[src/rtl/mash_div_pkg.sv]
package mash_div_pkg;

  typedef enum logic [1:0] {
    MODE_INT   = 2'd0,
    MODE_FRAC1 = 2'd1,
    MODE_MASH2 = 2'd2,
    MODE_MASH3 = 2'd3
  } divMode_e;

  // strobes from control to datapath
  typedef struct packed {
    logic step;   // take a new period value, advance modulator
    logic clear;  // hold modulator at zero
  } divStrobe_t;

endpackage

[src/rtl/mash_div_datapath.sv]
module mash_div_datapath
  import mash_div_pkg::*;
#(
  parameter int INT_W  = 12,
  parameter int FRAC_W = 12,
  parameter int LEN_W  = INT_W + 1
) (
  input  logic                    clk,
  input  logic                    rstN,
  input  divStrobe_t              strobe,
  input  logic [INT_W+FRAC_W-1:0] divWord,
  input  divMode_e                mode,
  output logic [LEN_W-1:0]        nextLen
);

  localparam int STAGES = 3;
  localparam logic signed [LEN_W:0] MIN_LEN = 2;

  logic [INT_W-1:0]               intPart;
  logic [FRAC_W-1:0]              fracPart;
  logic [STAGES-1:0][FRAC_W-1:0]  addend;
  logic [STAGES-1:0][FRAC_W-1:0]  sumLo;
  logic [STAGES-1:0]              carry;
  logic                           c2Prev;
  logic                           c3Prev;
  logic                           c3Prev2;

  assign intPart  = divWord[FRAC_W +: INT_W];
  assign fracPart = divWord[FRAC_W-1:0];

  // cascade of accumulators, each fed by the running sum of the previous one
  for (genvar g = 0; g < STAGES; g++) begin : gStage
    logic [FRAC_W-1:0] accR;
    logic [FRAC_W:0]   sumW;

    if (g == 0) begin : gFirst
      assign addend[g] = fracPart;
    end else begin : gNext
      assign addend[g] = sumLo[g-1];
    end

    assign sumW     = {1'b0, accR} + {1'b0, addend[g]};
    assign sumLo[g] = sumW[FRAC_W-1:0];
    assign carry[g] = sumW[FRAC_W];

    always_ff @(posedge clk or negedge rstN) begin
      if (!rstN)             accR <= '0;
      else if (strobe.clear) accR <= '0;
      else if (strobe.step)  accR <= sumW[FRAC_W-1:0];
    end

    AST_ACC_CLEAR: assert property (@(posedge clk) disable iff (!rstN)
      strobe.clear |=> (accR == '0));
  end

  // carry history for the difference terms
  always_ff @(posedge clk or negedge rstN) begin
    if (!rstN) begin
      c2Prev  <= 1'b0;
      c3Prev  <= 1'b0;
      c3Prev2 <= 1'b0;
    end else if (strobe.clear) begin
      c2Prev  <= 1'b0;
      c3Prev  <= 1'b0;
      c3Prev2 <= 1'b0;
    end else if (strobe.step) begin
      c2Prev  <= carry[1];
      c3Prev  <= carry[2];
      c3Prev2 <= c3Prev;
    end
  end

  logic signed [3:0] termOne;
  logic signed [3:0] termTwo;
  logic signed [3:0] termThree;
  logic signed [3:0] offSel;
  logic signed [LEN_W:0] target;

  always_comb begin
    termOne   = $signed({3'b000, carry[0]});
    termTwo   = $signed({3'b000, carry[1]}) - $signed({3'b000, c2Prev});
    termThree = $signed({3'b000, carry[2]}) - $signed({2'b00, c3Prev, 1'b0})
              + $signed({3'b000, c3Prev2});
    unique case (mode)
      MODE_INT:   offSel = 4'sd0;
      MODE_FRAC1: offSel = termOne;
      MODE_MASH2: offSel = termOne + termTwo;
      default:    offSel = termOne + termTwo + termThree;
    endcase
    target = $signed({2'b00, intPart}) + $signed({{(LEN_W-3){offSel[3]}}, offSel});
    if (target < MIN_LEN) nextLen = LEN_W'(2);
    else                  nextLen = target[LEN_W-1:0];
  end

endmodule

[src/rtl/mash_div_ctrl.sv]
module mash_div_ctrl
  import mash_div_pkg::*;
#(
  parameter int LEN_W = 13
) (
  input  logic             clk,
  input  logic             rstN,
  input  logic             en,
  input  logic [LEN_W-1:0] nextLen,
  output divStrobe_t       strobe,
  output logic             divClk
);

  logic [LEN_W-1:0] cnt;
  logic [LEN_W-1:0] curLen;
  logic             running;
  logic             clkQ;

  assign strobe.step  = en && (!running || (cnt == curLen - 1'b1));
  assign strobe.clear = !en;
  assign divClk       = clkQ;

  always_ff @(posedge clk or negedge rstN) begin
    if (!rstN) begin
      running <= 1'b0;
      cnt     <= '0;
      curLen  <= LEN_W'(2);
      clkQ    <= 1'b0;
    end else if (!en) begin
      running <= 1'b0;
      cnt     <= '0;
      clkQ    <= 1'b0;
    end else if (strobe.step) begin
      running <= 1'b1;
      cnt     <= '0;
      curLen  <= nextLen;
      clkQ    <= (nextLen >> 1) != '0;
    end else begin
      cnt     <= cnt + 1'b1;
      clkQ    <= (cnt + 1'b1) < (curLen >> 1);
    end
  end

  AST_MIN_LEN: assert property (@(posedge clk) disable iff (!rstN)
    strobe.step |-> (nextLen >= LEN_W'(2)));

  AST_HOLD_LEN: assert property (@(posedge clk) disable iff (!rstN)
    (running && !strobe.step) |=> $stable(curLen));

  AST_OFF_LOW: assert property (@(posedge clk) disable iff (!rstN)
    !en |=> !divClk);

  AST_RISE_AT_STEP: assert property (@(posedge clk) disable iff (!rstN)
    $rose(divClk) |-> $past(strobe.step));

endmodule

[src/rtl/mash_clk_div.sv]
module mash_clk_div
  import mash_div_pkg::*;
#(
  parameter int INT_W  = 12,
  parameter int FRAC_W = 12
) (
  input  logic                    clk,
  input  logic                    rstN,
  input  logic                    en,
  input  logic [INT_W+FRAC_W-1:0] divWord,
  input  logic [1:0]              modeSel,
  output logic                    divClk
);

  localparam int LEN_W = INT_W + 1;
  localparam logic [LEN_W:0] K1 = 1;
  localparam logic [LEN_W:0] K2 = 2;
  localparam logic [LEN_W:0] K3 = 3;
  localparam logic [LEN_W:0] K4 = 4;
  localparam logic [LEN_W:0] K5 = 5;

  divStrobe_t       strobe;
  logic [LEN_W-1:0] nextLen;
  divMode_e         mode;

  assign mode = divMode_e'(modeSel);

  mash_div_ctrl #(.LEN_W(LEN_W)) ctrl_i (
    .clk     (clk),
    .rstN    (rstN),
    .en      (en),
    .nextLen (nextLen),
    .strobe  (strobe),
    .divClk  (divClk)
  );

  mash_div_datapath #(.INT_W(INT_W), .FRAC_W(FRAC_W), .LEN_W(LEN_W)) dp_i (
    .clk     (clk),
    .rstN    (rstN),
    .strobe  (strobe),
    .divWord (divWord),
    .mode    (mode),
    .nextLen (nextLen)
  );

  logic [LEN_W:0] lenX;
  logic [LEN_W:0] intX;
  assign lenX = {1'b0, nextLen};
  assign intX = {2'b00, divWord[FRAC_W +: INT_W]};

  AST_INT_EXACT: assert property (@(posedge clk) disable iff (!rstN)
    (strobe.step && mode == MODE_INT && intX >= K2) |-> (lenX == intX));

  AST_FRAC1_RANGE: assert property (@(posedge clk) disable iff (!rstN)
    (strobe.step && mode == MODE_FRAC1 && intX >= K2)
      |-> (lenX >= intX && lenX <= intX + K1));

  AST_MASH2_RANGE: assert property (@(posedge clk) disable iff (!rstN)
    (strobe.step && mode == MODE_MASH2 && intX >= K3)
      |-> (lenX + K1 >= intX && lenX <= intX + K2));

  AST_MASH3_RANGE: assert property (@(posedge clk) disable iff (!rstN)
    (strobe.step && mode == MODE_MASH3 && intX >= K5)
      |-> (lenX + K3 >= intX && lenX <= intX + K4));

endmodule

[config.mk]
export PLATFORM = sky130hd
export DESIGN_NAME = mash_clk_div
export DESIGN_NICKNAME = d
export VERILOG_FILES = /design/src/rtl/mash_div_pkg.sv /design/src/rtl/mash_div_datapath.sv /design/src/rtl/mash_div_ctrl.sv /design/src/rtl/mash_clk_div.sv
export SDC_FILE = /design/constraint.sdc
export NUM_CORES = 1
export LEC_CHECK = 0
export BUFFER_PORTS_ARGS = -buffer_cell sky130_fd_sc_hd__buf_2
export CAP_MARGIN = 20
export CORE_MARGIN = 2
export CORE_UTILIZATION = 41
export CTS_CLUSTER_DIAMETER = 120
export DETAILED_ROUTE_END_ITERATION = 7
export PLACE_DENSITY_LB_ADDON = 0.12
export SYNTH_ARGS = -nofsm -noshare
export SYNTH_HDL_FRONTEND = slang
export SYNTH_SLANG_ARGS = --single-unit
export TNS_END_PERCENT = 20
[constraint.sdc]
create_clock -name clk -period 7.2 [get_ports clk]
set_clock_uncertainty 0.05 [all_clocks]
set_input_delay 1.44 -clock clk [delete_from_list [all_inputs] [get_ports clk]]
set_output_delay 1.44 -clock clk [all_outputs]
set_load 0.01 [all_outputs]
==> results.md <==
- R2R Setup Slk: 320 ps
- Synth-to-Final Area Change: 37.79%
- Critical Path AT: 7790 ps
- Switching share of power: 0.4047
- Core ar.: roughly 14000 um^2
- RSZ-0062 raised after global routing: yes
- H-Tree Level Count: 3
- Startpoint types: input port
- Type of the worst setup path: input port to flip-flop
- Register bit total from synthesis: between 60 and 70
- Synthesized area: 5724 um^2
- Internal Power: 0.001954 W
- Crit path time final: 7606 ps
- Initial Util: 0.4156
- Longest Clk Path Bufs: 2
- Fin crit share: 1.056
- Antenna violations before repair: 0
- Iter 0 DRT Violations: 197
- Critical Path Max Stage Delay: 420 ps
- Worst r2r dst: ctrl_i.curLen[0]$_DFFE_PN0P_
- I/O Pins: 30
- Critical Path RT: 7380 ps
- Crit end category: flip-flop
- N_diodes: 0
- Cts bufs inserted: 9
- Hold wc startpoint: dp_i.gStage[2].accR[4]$_DFFE_PN0P_
- FMAX: 131.5 MHz
- Die Ht: 122.2 um
- # nets final: 884
- First-pass GRT wire length: between 20000 and 25000 um
- Final WS setup: -406.1 ps
- Fillers: around 1200
- Post-synth EDFFs: 0
- Register area share after synthesis: 0.2931
- Worst hold path cell count: 2
- Final WL: 14360 um
- Finish-stage setup viols: 13
- Routability congestion estimate: 0.8890
- Worst hold endpoint: dp_i.gStage[2].accR[4]$_DFFE_PN0P_
- Ys async rst share: 1.000
- Worst slew pin tran: approximately 890 ps
- Num rows: 43
- Combinational cell fraction of total power: 0.695
- Worst Hold Class: flip-flop to flip-flop
- CP Max Fanout: 5
- Fin. max-slew vios: 0
- Slew margin rel.: 0.4047
- DP Worst Slack: -879.9 ps
- Root Buffer: clkbuf_16
- IO buf count: 29
- Vias per inst: roughly 5.3
- Post-DP HPWL: 9935 um
- Sinks on Clock Net: 67
- Seq pwr share: 0.170
- YS warnings: 0
- Clk slew on worst S/H paths: 60 ps
- Cell depth of the worst flop-to-flop path: 34
- Gr ovfl total: 0
- DR WL/cell: 14.91 um
- Via count: slightly above 5000
- Synthesized Nets: 744
- Distinct cell type count after synthesis: 59
- Die W: 122.2 um
- Switching power: 0.001329 W
- Ys flop type: dfrtp_1
- Violated checks: setup timing
- Most used cell, CP: fa_2
- Syn Inst Count: 638
- Worst path slowest cell: o311a_4
- Setup TNS: -2603 ps
- GR Util All Layers: 0.2024
- Pwr Density: 416.3 nW/um^2
- Final Hold Vio Count: 0
- Reg2reg start: dp_i.gStage[0].accR[1]$_DFFE_PN0P_
- Ratio of cells with drive above 1 in the final layout: 0.3346
- Max VDD drop: 0.0002114 V
- # DRC: 0
- First-pass detailed-route iteration total: 4
- Routed Antenna Nets: 0
- Max_cap viols: 0
- TritonCTS clock tree: yes
- Largest net degree at the start of global routing: 68
- WHS: 472.5 ps
- Mean Syn Cell Area: 8.972 um^2
- Clk network pwr share: 0.135
- Worst skew pair latency: 340 ps
- Vias in the first global route: 5182
- Pleak: 3.851 nW
- Hold_buf cts: 0
- Die area: around 15000 um^2
- Status: complete, but fails checks
final cells by class:
| cell class | instances | area, um^2 | area share |
|---|---|---|---|
| tap | 180 | 225.2 | 0.02855 |
| multi-input combinational | 513 | 4463 | 0.5658 |
| clock buffer | 11 | 232.7 | 0.02951 |
| inverter | 36 | 137.6 | 0.01745 |
| sequential | 67 | 1678 | 0.2127 |
| timing repair buffer | 151 | 1096 | 0.1390 |
| clock inverter | 5 | 55.05 | 0.006980 |
how the worst max path moves through the flow:
stage | to | slack, ps | cells past startpoint | from
after floorplan | ctrl_i.curLen[0]$_DFFE_PN0P_ | -340 | 32 | divWord[0]
after global placement | ctrl_i.curLen[0]$_DFFE_PN0P_ | -790 | 32 | divWord[1]
after detailed placement | ctrl_i.curLen[0]$_DFFE_PN0P_ | -880 | 33 | divWord[0]
after CTS | ctrl_i.curLen[0]$_DFFE_PN0P_ | -260 | 33 | divWord[0]
after global routing | ctrl_i.curLen[0]$_DFFE_PN0P_ | -710 | 32 | divWord[1]
final | ctrl_i.curLen[0]$_DFFE_PN0P_ | -410 | 30 | divWord[0]
synth_stat cells, types with 5 or more instances:
cell type   n  area (um^2)
or3_1      22        137.6
clkbuf_1   16        60.06
nor2_1     78        292.8
dfrtp_1    66         1652
o21a_1      8        60.06
fa_1        6        120.1
nor2b_1     6        37.54
a21oi_1    37        185.2
nor3_1     15        75.07
xor2_1     27        236.5
xnor2_1    37        324.1
ha_1       71        888.4
o21bai_1    5        37.54
a21o_1     12        90.09
nand3_1    14        70.07
inv_1      35        131.4
a211oi_1   11        82.58
nand4_1     5        31.28
and3_1     17        106.4
o21ai_0    32        160.2
nand2_1    22        82.58
mux2i_1    28        280.3
buf_2       6        30.03
logic make-up after synthesis:
logic type	share of synthesized area
adder cells (fa/ha/maj)	0.1762
AO/OA/AOI/OAI	0.1705
flip-flops	0.2931
XOR/XNOR	0.1019
buffers and inverters	0.03934
AND/OR/NAND/NOR	0.1701
multiplexers	0.04896
flip-flops by register name (all words and copies together) (netlist names):
register          cells
dp_i.c2Prev           1
ctrl_i.divClk         1
ctrl_i.curLen        13
dp_i.gStage.accR     36
ctrl_i.cnt           13
ctrl_i.running        1
dp_i.c3Prev           1
dp_i.c3Prev2          1
layer usage:
metal,up-vias,global-route usage,wire length [um]
li1,2571,-,-
met5,-,0,0
met1,2417,0.2430,6462
met3,22,0.03090,283
met4,0,0.07687,255
met2,58,0.3631,7354
layout by cell type (no fill, tap or decap), drive strengths merged, types with 8 or more instances in the layout:
cell,count
nor2,78
buf,151
mux2i,28
o21a,8
nand2,22
a21oi,37
xor2,27
inv,36
nand3,14
clkbuf,11
a21o,12
or3,22
and3,17
o21ai,32
xnor2,37
nor3,15
dfrtp,66
a211oi,11
ha,71
stage by stage:
stage	total power, W	std cells	area, um^2	util
floorplan	0.001790	638	5871	-
global route	0.003581	963	7888	0.5727
global placement	0.002392	920	6863	0.4983
finish	0.003283	963	7888	0.5727
CTS	0.003075	952	7599	0.5517
detailed placement	0.002429	920	6863	0.4983
repair_timing:
item                       CTS  global route
gates resized for setup     66            36
gates cloned                 1             0
setup endpoints to repair   13            13
setup buffers               15            11
pin swaps                   61            44
power groups by stage:
stage | Combinational, W | Clock [W] | Sequential, W
2_1_floorplan | 0.00126 | 0 | 0.000533
3_3_place_gp | 0.00183 | 0 | 0.000560
3_5_place_dp | 0.00187 | 0 | 0.000562
4_1_cts | 0.00207 | 0.000451 | 0.000558
5_1_grt | 0.00254 | 0.000469 | 0.000573
6_report | 0.00228 | 0.000443 | 0.000559
critical path: cells and delay by family:
kind | cells | cell delay, ps
adder cells (fa/ha/maj) | 7 | 2120
AO/OA/AOI/OAI | 13 | 2680
buffers and inverters | 2 | 150
AND/OR/NAND/NOR | 5 | 810
XOR/XNOR | 3 | 570
Note: power is estimated with default switching activity, not from simulation.
